### src/rtl/sc_core_pkg.sv
package sc_core_pkg;

    localparam int XLEN  = 32;
    localparam int NREG  = 32;
    localparam int RAW   = $clog2(NREG);
    localparam int IMMW  = 16;
    localparam int TGTW  = 26;
    localparam int OPW   = 6;
    localparam int PCW   = XLEN - 2;
    localparam int LINKR = NREG - 1;

    localparam logic [OPW-1:0] OP_RTYPE = 6'h00;
    localparam logic [OPW-1:0] OP_JMP   = 6'h02;
    localparam logic [OPW-1:0] OP_JAL   = 6'h03;
    localparam logic [OPW-1:0] OP_BEQ   = 6'h04;
    localparam logic [OPW-1:0] OP_BNE   = 6'h05;
    localparam logic [OPW-1:0] OP_ADDI  = 6'h08;
    localparam logic [OPW-1:0] OP_SLTI  = 6'h0A;
    localparam logic [OPW-1:0] OP_ANDI  = 6'h0C;
    localparam logic [OPW-1:0] OP_ORI   = 6'h0D;
    localparam logic [OPW-1:0] OP_LUI   = 6'h0F;
    localparam logic [OPW-1:0] OP_LW    = 6'h23;
    localparam logic [OPW-1:0] OP_SW    = 6'h2B;

    localparam logic [OPW-1:0] FN_JR    = 6'h08;
    localparam logic [OPW-1:0] FN_ADD   = 6'h20;
    localparam logic [OPW-1:0] FN_SUB   = 6'h22;
    localparam logic [OPW-1:0] FN_AND   = 6'h24;
    localparam logic [OPW-1:0] FN_OR    = 6'h25;
    localparam logic [OPW-1:0] FN_SLT   = 6'h2A;

    typedef enum logic [2:0] {
        ALU_ADD, ALU_SUB, ALU_AND, ALU_OR, ALU_SLT, ALU_LUI
    } alu_op_e;

    typedef enum logic [1:0] {
        DST_RT, DST_RD, DST_LINK
    } dst_e;

    typedef enum logic [1:0] {
        WB_ALU, WB_MEM, WB_LINK
    } wb_e;

    typedef enum logic [2:0] {
        PC_SEQ, PC_BEQ, PC_BNE, PC_JUMP, PC_REG
    } pc_e;

    typedef struct packed {
        alu_op_e alu_op;
        logic    src_imm;
        logic    imm_zext;
        logic    reg_wr;
        dst_e    dst;
        wb_e     wb;
        logic    mem_wr;
        pc_e     pc_sel;
    } ctrl_t;

endpackage

### src/rtl/sc_core_decode.sv
module sc_core_decode
    import sc_core_pkg::*;
(
    input  logic [XLEN-1:0] instr,
    output ctrl_t           ctrl
);

    logic [OPW-1:0] op;
    logic [OPW-1:0] funct;
    logic [4:0]     shamt;

    assign op    = instr[31:26];
    assign funct = instr[5:0];
    assign shamt = instr[10:6];

    always_comb begin
        ctrl = '{alu_op:   ALU_ADD,
                 src_imm:  1'b0,
                 imm_zext: 1'b0,
                 reg_wr:   1'b0,
                 dst:      DST_RT,
                 wb:       WB_ALU,
                 mem_wr:   1'b0,
                 pc_sel:   PC_SEQ};
        unique case (op)
            OP_RTYPE: begin
                if (shamt == 5'd0) begin
                    unique case (funct)
                        FN_ADD: begin ctrl.alu_op = ALU_ADD; ctrl.reg_wr = 1'b1; ctrl.dst = DST_RD; end
                        FN_SUB: begin ctrl.alu_op = ALU_SUB; ctrl.reg_wr = 1'b1; ctrl.dst = DST_RD; end
                        FN_AND: begin ctrl.alu_op = ALU_AND; ctrl.reg_wr = 1'b1; ctrl.dst = DST_RD; end
                        FN_OR:  begin ctrl.alu_op = ALU_OR;  ctrl.reg_wr = 1'b1; ctrl.dst = DST_RD; end
                        FN_SLT: begin ctrl.alu_op = ALU_SLT; ctrl.reg_wr = 1'b1; ctrl.dst = DST_RD; end
                        FN_JR:  ctrl.pc_sel = PC_REG;
                        default: ;
                    endcase
                end
            end
            OP_ADDI: begin ctrl.alu_op = ALU_ADD; ctrl.src_imm = 1'b1; ctrl.reg_wr = 1'b1; end
            OP_SLTI: begin ctrl.alu_op = ALU_SLT; ctrl.src_imm = 1'b1; ctrl.reg_wr = 1'b1; end
            OP_ANDI: begin
                ctrl.alu_op = ALU_AND; ctrl.src_imm = 1'b1; ctrl.imm_zext = 1'b1; ctrl.reg_wr = 1'b1;
            end
            OP_ORI: begin
                ctrl.alu_op = ALU_OR; ctrl.src_imm = 1'b1; ctrl.imm_zext = 1'b1; ctrl.reg_wr = 1'b1;
            end
            OP_LUI: begin
                ctrl.alu_op = ALU_LUI; ctrl.src_imm = 1'b1; ctrl.imm_zext = 1'b1; ctrl.reg_wr = 1'b1;
            end
            OP_LW: begin
                ctrl.alu_op = ALU_ADD; ctrl.src_imm = 1'b1; ctrl.reg_wr = 1'b1; ctrl.wb = WB_MEM;
            end
            OP_SW: begin
                ctrl.alu_op = ALU_ADD; ctrl.src_imm = 1'b1; ctrl.mem_wr = 1'b1;
            end
            OP_BEQ: ctrl.pc_sel = PC_BEQ;
            OP_BNE: ctrl.pc_sel = PC_BNE;
            OP_JMP: ctrl.pc_sel = PC_JUMP;
            OP_JAL: begin
                ctrl.pc_sel = PC_JUMP; ctrl.reg_wr = 1'b1; ctrl.dst = DST_LINK; ctrl.wb = WB_LINK;
            end
            default: ;
        endcase
    end

endmodule

### src/rtl/sc_core_regfile.sv
module sc_core_regfile
    import sc_core_pkg::*;
(
    input  logic            clk,
    input  logic            wr_en,
    input  logic [RAW-1:0]  wr_idx,
    input  logic [XLEN-1:0] wr_val,
    input  logic [RAW-1:0]  rd_idx_a,
    input  logic [RAW-1:0]  rd_idx_b,
    output logic [XLEN-1:0] rd_val_a,
    output logic [XLEN-1:0] rd_val_b
);

    logic [XLEN-1:0] regs [NREG];

    always_ff @(posedge clk) begin
        if (wr_en && (wr_idx != '0)) begin
            regs[wr_idx] <= wr_val;
        end
    end

    assign rd_val_a = (rd_idx_a == '0) ? '0 : regs[rd_idx_a];
    assign rd_val_b = (rd_idx_b == '0) ? '0 : regs[rd_idx_b];

endmodule

### src/rtl/sc_core_alu.sv
module sc_core_alu
    import sc_core_pkg::*;
(
    input  alu_op_e         op,
    input  logic [XLEN-1:0] a,
    input  logic [XLEN-1:0] b,
    output logic [XLEN-1:0] y
);

    always_comb begin
        unique case (op)
            ALU_ADD: y = a + b;
            ALU_SUB: y = a - b;
            ALU_AND: y = a & b;
            ALU_OR:  y = a | b;
            ALU_SLT: y = {{(XLEN-1){1'b0}}, ($signed(a) < $signed(b))};
            ALU_LUI: y = {b[IMMW-1:0], {(XLEN-IMMW){1'b0}}};
            default: y = '0;
        endcase
    end

endmodule

### src/rtl/sc_core.sv
module sc_core
    import sc_core_pkg::*;
(
    input  logic            clk,
    input  logic            rst,
    output logic [XLEN-1:0] imem_addr,
    input  logic [XLEN-1:0] imem_data,
    output logic [XLEN-1:0] dmem_addr,
    output logic [XLEN-1:0] dmem_wdata,
    output logic            dmem_we,
    input  logic [XLEN-1:0] dmem_rdata
);

    ctrl_t           ctrl;
    logic [PCW-1:0]  pc_w;
    logic [PCW-1:0]  pc_seq_w;
    logic [PCW-1:0]  pc_nxt_w;
    logic [PCW-1:0]  br_off_w;
    logic [RAW-1:0]  rs_idx;
    logic [RAW-1:0]  rt_idx;
    logic [RAW-1:0]  rd_idx;
    logic [RAW-1:0]  wr_idx;
    logic [IMMW-1:0] imm;
    logic [TGTW-1:0] tgt;
    logic [XLEN-1:0] rs_data;
    logic [XLEN-1:0] rt_data;
    logic [XLEN-1:0] imm_ext;
    logic [XLEN-1:0] alu_b;
    logic [XLEN-1:0] alu_y;
    logic [XLEN-1:0] link_val;
    logic [XLEN-1:0] wb_val;
    logic            reg_we;
    logic            ops_equal;

    assign rs_idx = imem_data[25:21];
    assign rt_idx = imem_data[20:16];
    assign rd_idx = imem_data[15:11];
    assign imm    = imem_data[IMMW-1:0];
    assign tgt    = imem_data[TGTW-1:0];

    sc_core_decode decode_i (
        .instr (imem_data),
        .ctrl  (ctrl)
    );

    sc_core_regfile regfile_i (
        .clk      (clk),
        .wr_en    (reg_we),
        .wr_idx   (wr_idx),
        .wr_val   (wb_val),
        .rd_idx_a (rs_idx),
        .rd_idx_b (rt_idx),
        .rd_val_a (rs_data),
        .rd_val_b (rt_data)
    );

    assign imm_ext = ctrl.imm_zext ? {{(XLEN-IMMW){1'b0}}, imm}
                                   : {{(XLEN-IMMW){imm[IMMW-1]}}, imm};
    assign alu_b   = ctrl.src_imm ? imm_ext : rt_data;

    sc_core_alu alu_i (
        .op (ctrl.alu_op),
        .a  (rs_data),
        .b  (alu_b),
        .y  (alu_y)
    );

    // Write-back selection
    assign link_val = {pc_seq_w, 2'b00};

    always_comb begin
        unique case (ctrl.dst)
            DST_RD:   wr_idx = rd_idx;
            DST_LINK: wr_idx = RAW'(LINKR);
            default:  wr_idx = rt_idx;
        endcase
        unique case (ctrl.wb)
            WB_MEM:  wb_val = dmem_rdata;
            WB_LINK: wb_val = link_val;
            default: wb_val = alu_y;
        endcase
    end

    assign reg_we     = ctrl.reg_wr & ~rst;
    assign dmem_we    = ctrl.mem_wr & ~rst;
    assign dmem_addr  = alu_y;
    assign dmem_wdata = rt_data;

    // Next-PC selection, kept as a word address
    assign ops_equal = (rs_data == rt_data);
    assign pc_seq_w  = pc_w + 1'b1;
    assign br_off_w  = {{(PCW-IMMW){imm[IMMW-1]}}, imm};

    always_comb begin
        unique case (ctrl.pc_sel)
            PC_BEQ:  pc_nxt_w = ops_equal ? pc_seq_w + br_off_w : pc_seq_w;
            PC_BNE:  pc_nxt_w = ops_equal ? pc_seq_w : pc_seq_w + br_off_w;
            PC_JUMP: pc_nxt_w = {pc_seq_w[PCW-1:TGTW], tgt};
            PC_REG:  pc_nxt_w = rs_data[XLEN-1:2];
            default: pc_nxt_w = pc_seq_w;
        endcase
    end

    always_ff @(posedge clk) begin
        if (rst) begin
            pc_w <= '0;
        end else begin
            pc_w <= pc_nxt_w;
        end
    end

    assign imem_addr = {pc_w, 2'b00};

endmodule

### config.mk
export PLATFORM = sky130hd
export DESIGN_NAME = sc_core
export DESIGN_NICKNAME = d
export VERILOG_FILES = /design/src/rtl/sc_core_pkg.sv /design/src/rtl/sc_core_decode.sv /design/src/rtl/sc_core_regfile.sv /design/src/rtl/sc_core_alu.sv /design/src/rtl/sc_core.sv
export SDC_FILE = /design/constraint.sdc
export NUM_CORES = 2
export LEC_CHECK = 0
export CORE_UTILIZATION = 26
export CTS_BUF_LIST = sky130_fd_sc_hd__clkbuf_8
export DETAILED_ROUTE_END_ITERATION = 7
export DONT_BUFFER_PORTS = 1
export GPL_ROUTABILITY_DRIVEN = 0
export SLEW_MARGIN = 30
export SYNTH_ARGS = -nofsm -noshare
export SYNTH_HDL_FRONTEND = slang
export SYNTH_SLANG_ARGS = --single-unit
### constraint.sdc
create_clock -name clk -period 6.5 [get_ports clk]
set_input_delay 0.65 -clock clk [delete_from_list [all_inputs] [get_ports clk]]
set_output_delay 0.65 -clock clk [all_outputs]
set_load 0.02 [all_outputs]
==> results.md <==
- DRT antenna net count: 0
- Sinks on Clock Net: 1054
- Crit Path Class: in2out
- I/O pin cnt: 163
- Hold depth: 2
- Seq/Total Area, Yosys: 53.8%
- Final wirelength: 228000 um
- Worst Path Buf+Inv: 3
- Global-route wire length before repair: 316000 um
- Asr flop ratio synth: 0%
- Final period utilization: 98.1%
- Run status: completed
- CTS tree: done
- Worst-path fanout max: 148
- Worst Setup Start Kind: input port
- MaxCap Viol Count: 0
- Worst EP arrival: 5720 ps
- Worst skew pair latency: 910 ps
- CTS Buf Count: 175
- Most numerous cell in the Yosys netlist: edfxtp_1
- Net Sw Power: 5.90 mW
- Die Height: 475 um
- WP depth: 17
- Pleak: 23.7 nW
- Bufs on Longest Clock Path: 3
- CTS Root Cell: clkbuf_8
- Post-synthesis cell count: 4092
- Critical path data required time: 5850 ps
- Final setup viols: 0
- PwrDens: 276 nW/um^2
- Max VDD drop: 203 uV
- Normalized max-slew margin: 25.0%
- Overflow after GRT: 0
- Max incr delay on CP: 610 ps
- Clock skew: 39.7 ps
- Initial Util: 26.2%
- #FFs+latches synth: 1054
- PortBufs: 0
- Final-report hold violation count: 0
- Avg WL per Cell: 30.1 um
- # rows: 173
- Vias in the first global route: 41700
- Distinct cells, synth: 89
- Synth top area share: 52.8%
- Hold_sp: imem_data[10]
- Yosys top cell by area: edfxtp_1
- DPL Wire Length: 146000 um
- Clock share of power: 30.9%
- Area delta synth->final: 18.3%
- Final worst path period need: 6370 ps
- Vias: 43300
- Crit path max-delay family: simple AND/OR/NAND/NOR gates
- Starting DRT DRC Count: 6241
- H-tree depth: 4
- Sw frac: 31.0%
- Flop pwr share: 44.0%
- DIE AREA: 226000 um^2
- Post-synth EDFFs: 1024
- Largest net degree at the start of global routing: 273
- Worst Hold Class: in2reg
- DRT Pass-1 Iters: 8
- Most frequent CP cell: inv_1
- Predominant post-synthesis flop cell: edfxtp_1
- Synth top area cells: edfxtp_1 53%, mux4_2 16%, mux2i_1 4.3%, ha_1 2.9%, mux2_2 2.0%
- Initial antenna violation count: 10
- Worst setup path startpoint: imem_data[18]
- Synthesized area: 58200 um^2
- DRC: 0
- Placement Cell Area: 64600 um^2
- Origin of the critical flop-to-flop path: regfile_i.regs[31][6]
- R2R cell count: 22
- Util after Layout: 31.0%
- Core footprint: 223000 um^2
- Tot GR Track Use: 19.6%
- Total negative slack: 0 ps
- Pin slew with the least headroom to its limit: 1120 ps
- Internal: 13.1 mW
- Critical path, cell by cell: nand3b_1, o22ai_1, nor3_1, nand3_1, and3_1, mux2i_2, inv_1, ha_1, nor4_1, inv_1, o31ai_2, buf_4, a211oi_4, nor2b_1, o21ai_0, o221ai_1, a31oi_4
- Post-Syn Area per Cell: 14.2 um^2
- CP max-delay cell: nand3b_1
- Clk slew on worst S/H paths: 70 ps
- Max Clk Rate: 157 MHz
- Fin. max-slew vios: 0
- Nets: 4651
- Share of cells above drive strength 1: 29.5%
- Chip width: 475 um
- Total power: 19.0 mW
- YS warnings: 0
- Combinational share of power: 25.1%
- Post-synth top cells: 1024 x edfxtp_1, 413 x mux4_2, 259 x nor2_1
- CP Capture Type: output port
- Final Cell Area: 68900 um^2
- Vias per Instance: 5.71
==> area by class of cell <==
class	count	area [um^2]
flip-flops and latches	1054	31400
clock inverters	143	1000
repair buffers	429	3810
well taps	2975	3720
inverters	144	546
fillers	22100	154000
diodes	6	15.0
multi-input cells	2644	26000
clock buffers	176	2420
==> registers in the layout (all words and copies together), names as in the netlist <==
name	cells
regfile_i.regs	1024
pc_w	30
==> worst register-to-register path, delay by kind of cell (launching register included) <==
family                     cells  cell delay (ps)
DFF                            1              410
AOI/OAI and AO/OA              8             1650
buffers and inverters          5              750
muxes                          2              800
adders and majority gates      1              240
and+or+nand+nor                6             1440
==> final timing paths <==
kind | to | slack, ps
min reg2reg | pc_w[0] | 840
max | dmem_addr[0] | 130
min | pc_w[10] | 60
max reg2reg | regfile_i.regs[15][19] | 880
==> logic make-up (layout without fill, tap and decap cells) <==
group | count (synthesis) | after routing | share of synthesized area, %
XOR/XNOR | 79 | 79 | 1.20
multiplexers | 768 | 768 | 22.3
other | 1 | 40 | 0.00644
buffers and inverters | 427 | 892 | 3.40
adder cells (fa/ha/maj) | 137 | 137 | 2.98
AND/OR/NAND/NOR | 786 | 786 | 6.39
AO/OA/AOI/OAI | 840 | 840 | 9.89
flip-flops | 1054 | 1054 | 53.8
==> power groups by stage <==
stage,clock (mW),combinational [mW],sequential (mW)
after CTS,5.95,4.51,8.36
final,5.88,4.77,8.37
after global routing,6.22,4.96,8.37
after global placement,0,4.34,8.50
after floorplan,0,2.42,8.50
after detailed placement,0,4.42,8.50
==> stage by stage <==
| step | hold slack (ps) | std cells | setup WS (ps) |
|---|---|---|---|
| finish | 64.5 | 7571 | 125 |
| CTS | 0.929 | 7554 | -56.8 |
| global route | 65.9 | 7568 | -61.4 |
| detailed placement | 732 | 7215 | -256 |
| global placement | 735 | 7212 | -233 |
| floorplan | 741 | 4125 | 7.28 |
==> what timing repair did <==
item	4_1_cts	5_1_grt
setup endpoints to repair	20	18
buffers inserted	5	9
hold buffers	15	0
gates resized for setup	39	66
pin swaps	11	40
endpoints found under the hold margin	30	0
==> layer usage <==
metal / up-vias / share of wire [%] / track usage, %
li1: 17300 / - / -
met1: 22200 / 38 / 25.5
met2: 3107 / 43 / 29.0
met3: 597 / 13 / 5.91
met5: - / 0.0096 / 0
met4: 4 / 5.9 / 10.8
==> placed cells by master, fill, tap and decap left out, types with 30 or more instances in the layout <==
cell / Yosys / layout
edfxtp_1: 1024 / 1024
mux4_2: 413 / 413
buf_4: 45 / 368
mux2i_1: 252 / 249
nor2_1: 259 / 205
nand2_1: 206 / 205
a21oi_1: 201 / 189
inv_1: 138 / 183
clkbuf_8: 0 / 176
ha_1: 134 / 128
o21ai_0: 111 / 106
o22ai_1: 100 / 100
mux2_2: 101 / 99
nor3_1: 63 / 62
nand3_1: 56 / 56
xnor2_1: 54 / 54
a221oi_1: 54 / 48
buf_12: 0 / 42
nor2_4: 1 / 37
conb_1: 1 / 34
clkinv_1: 0 / 34
dfxtp_1: 30 / 30
Note: power is estimated with default switching activity, not from simulation.
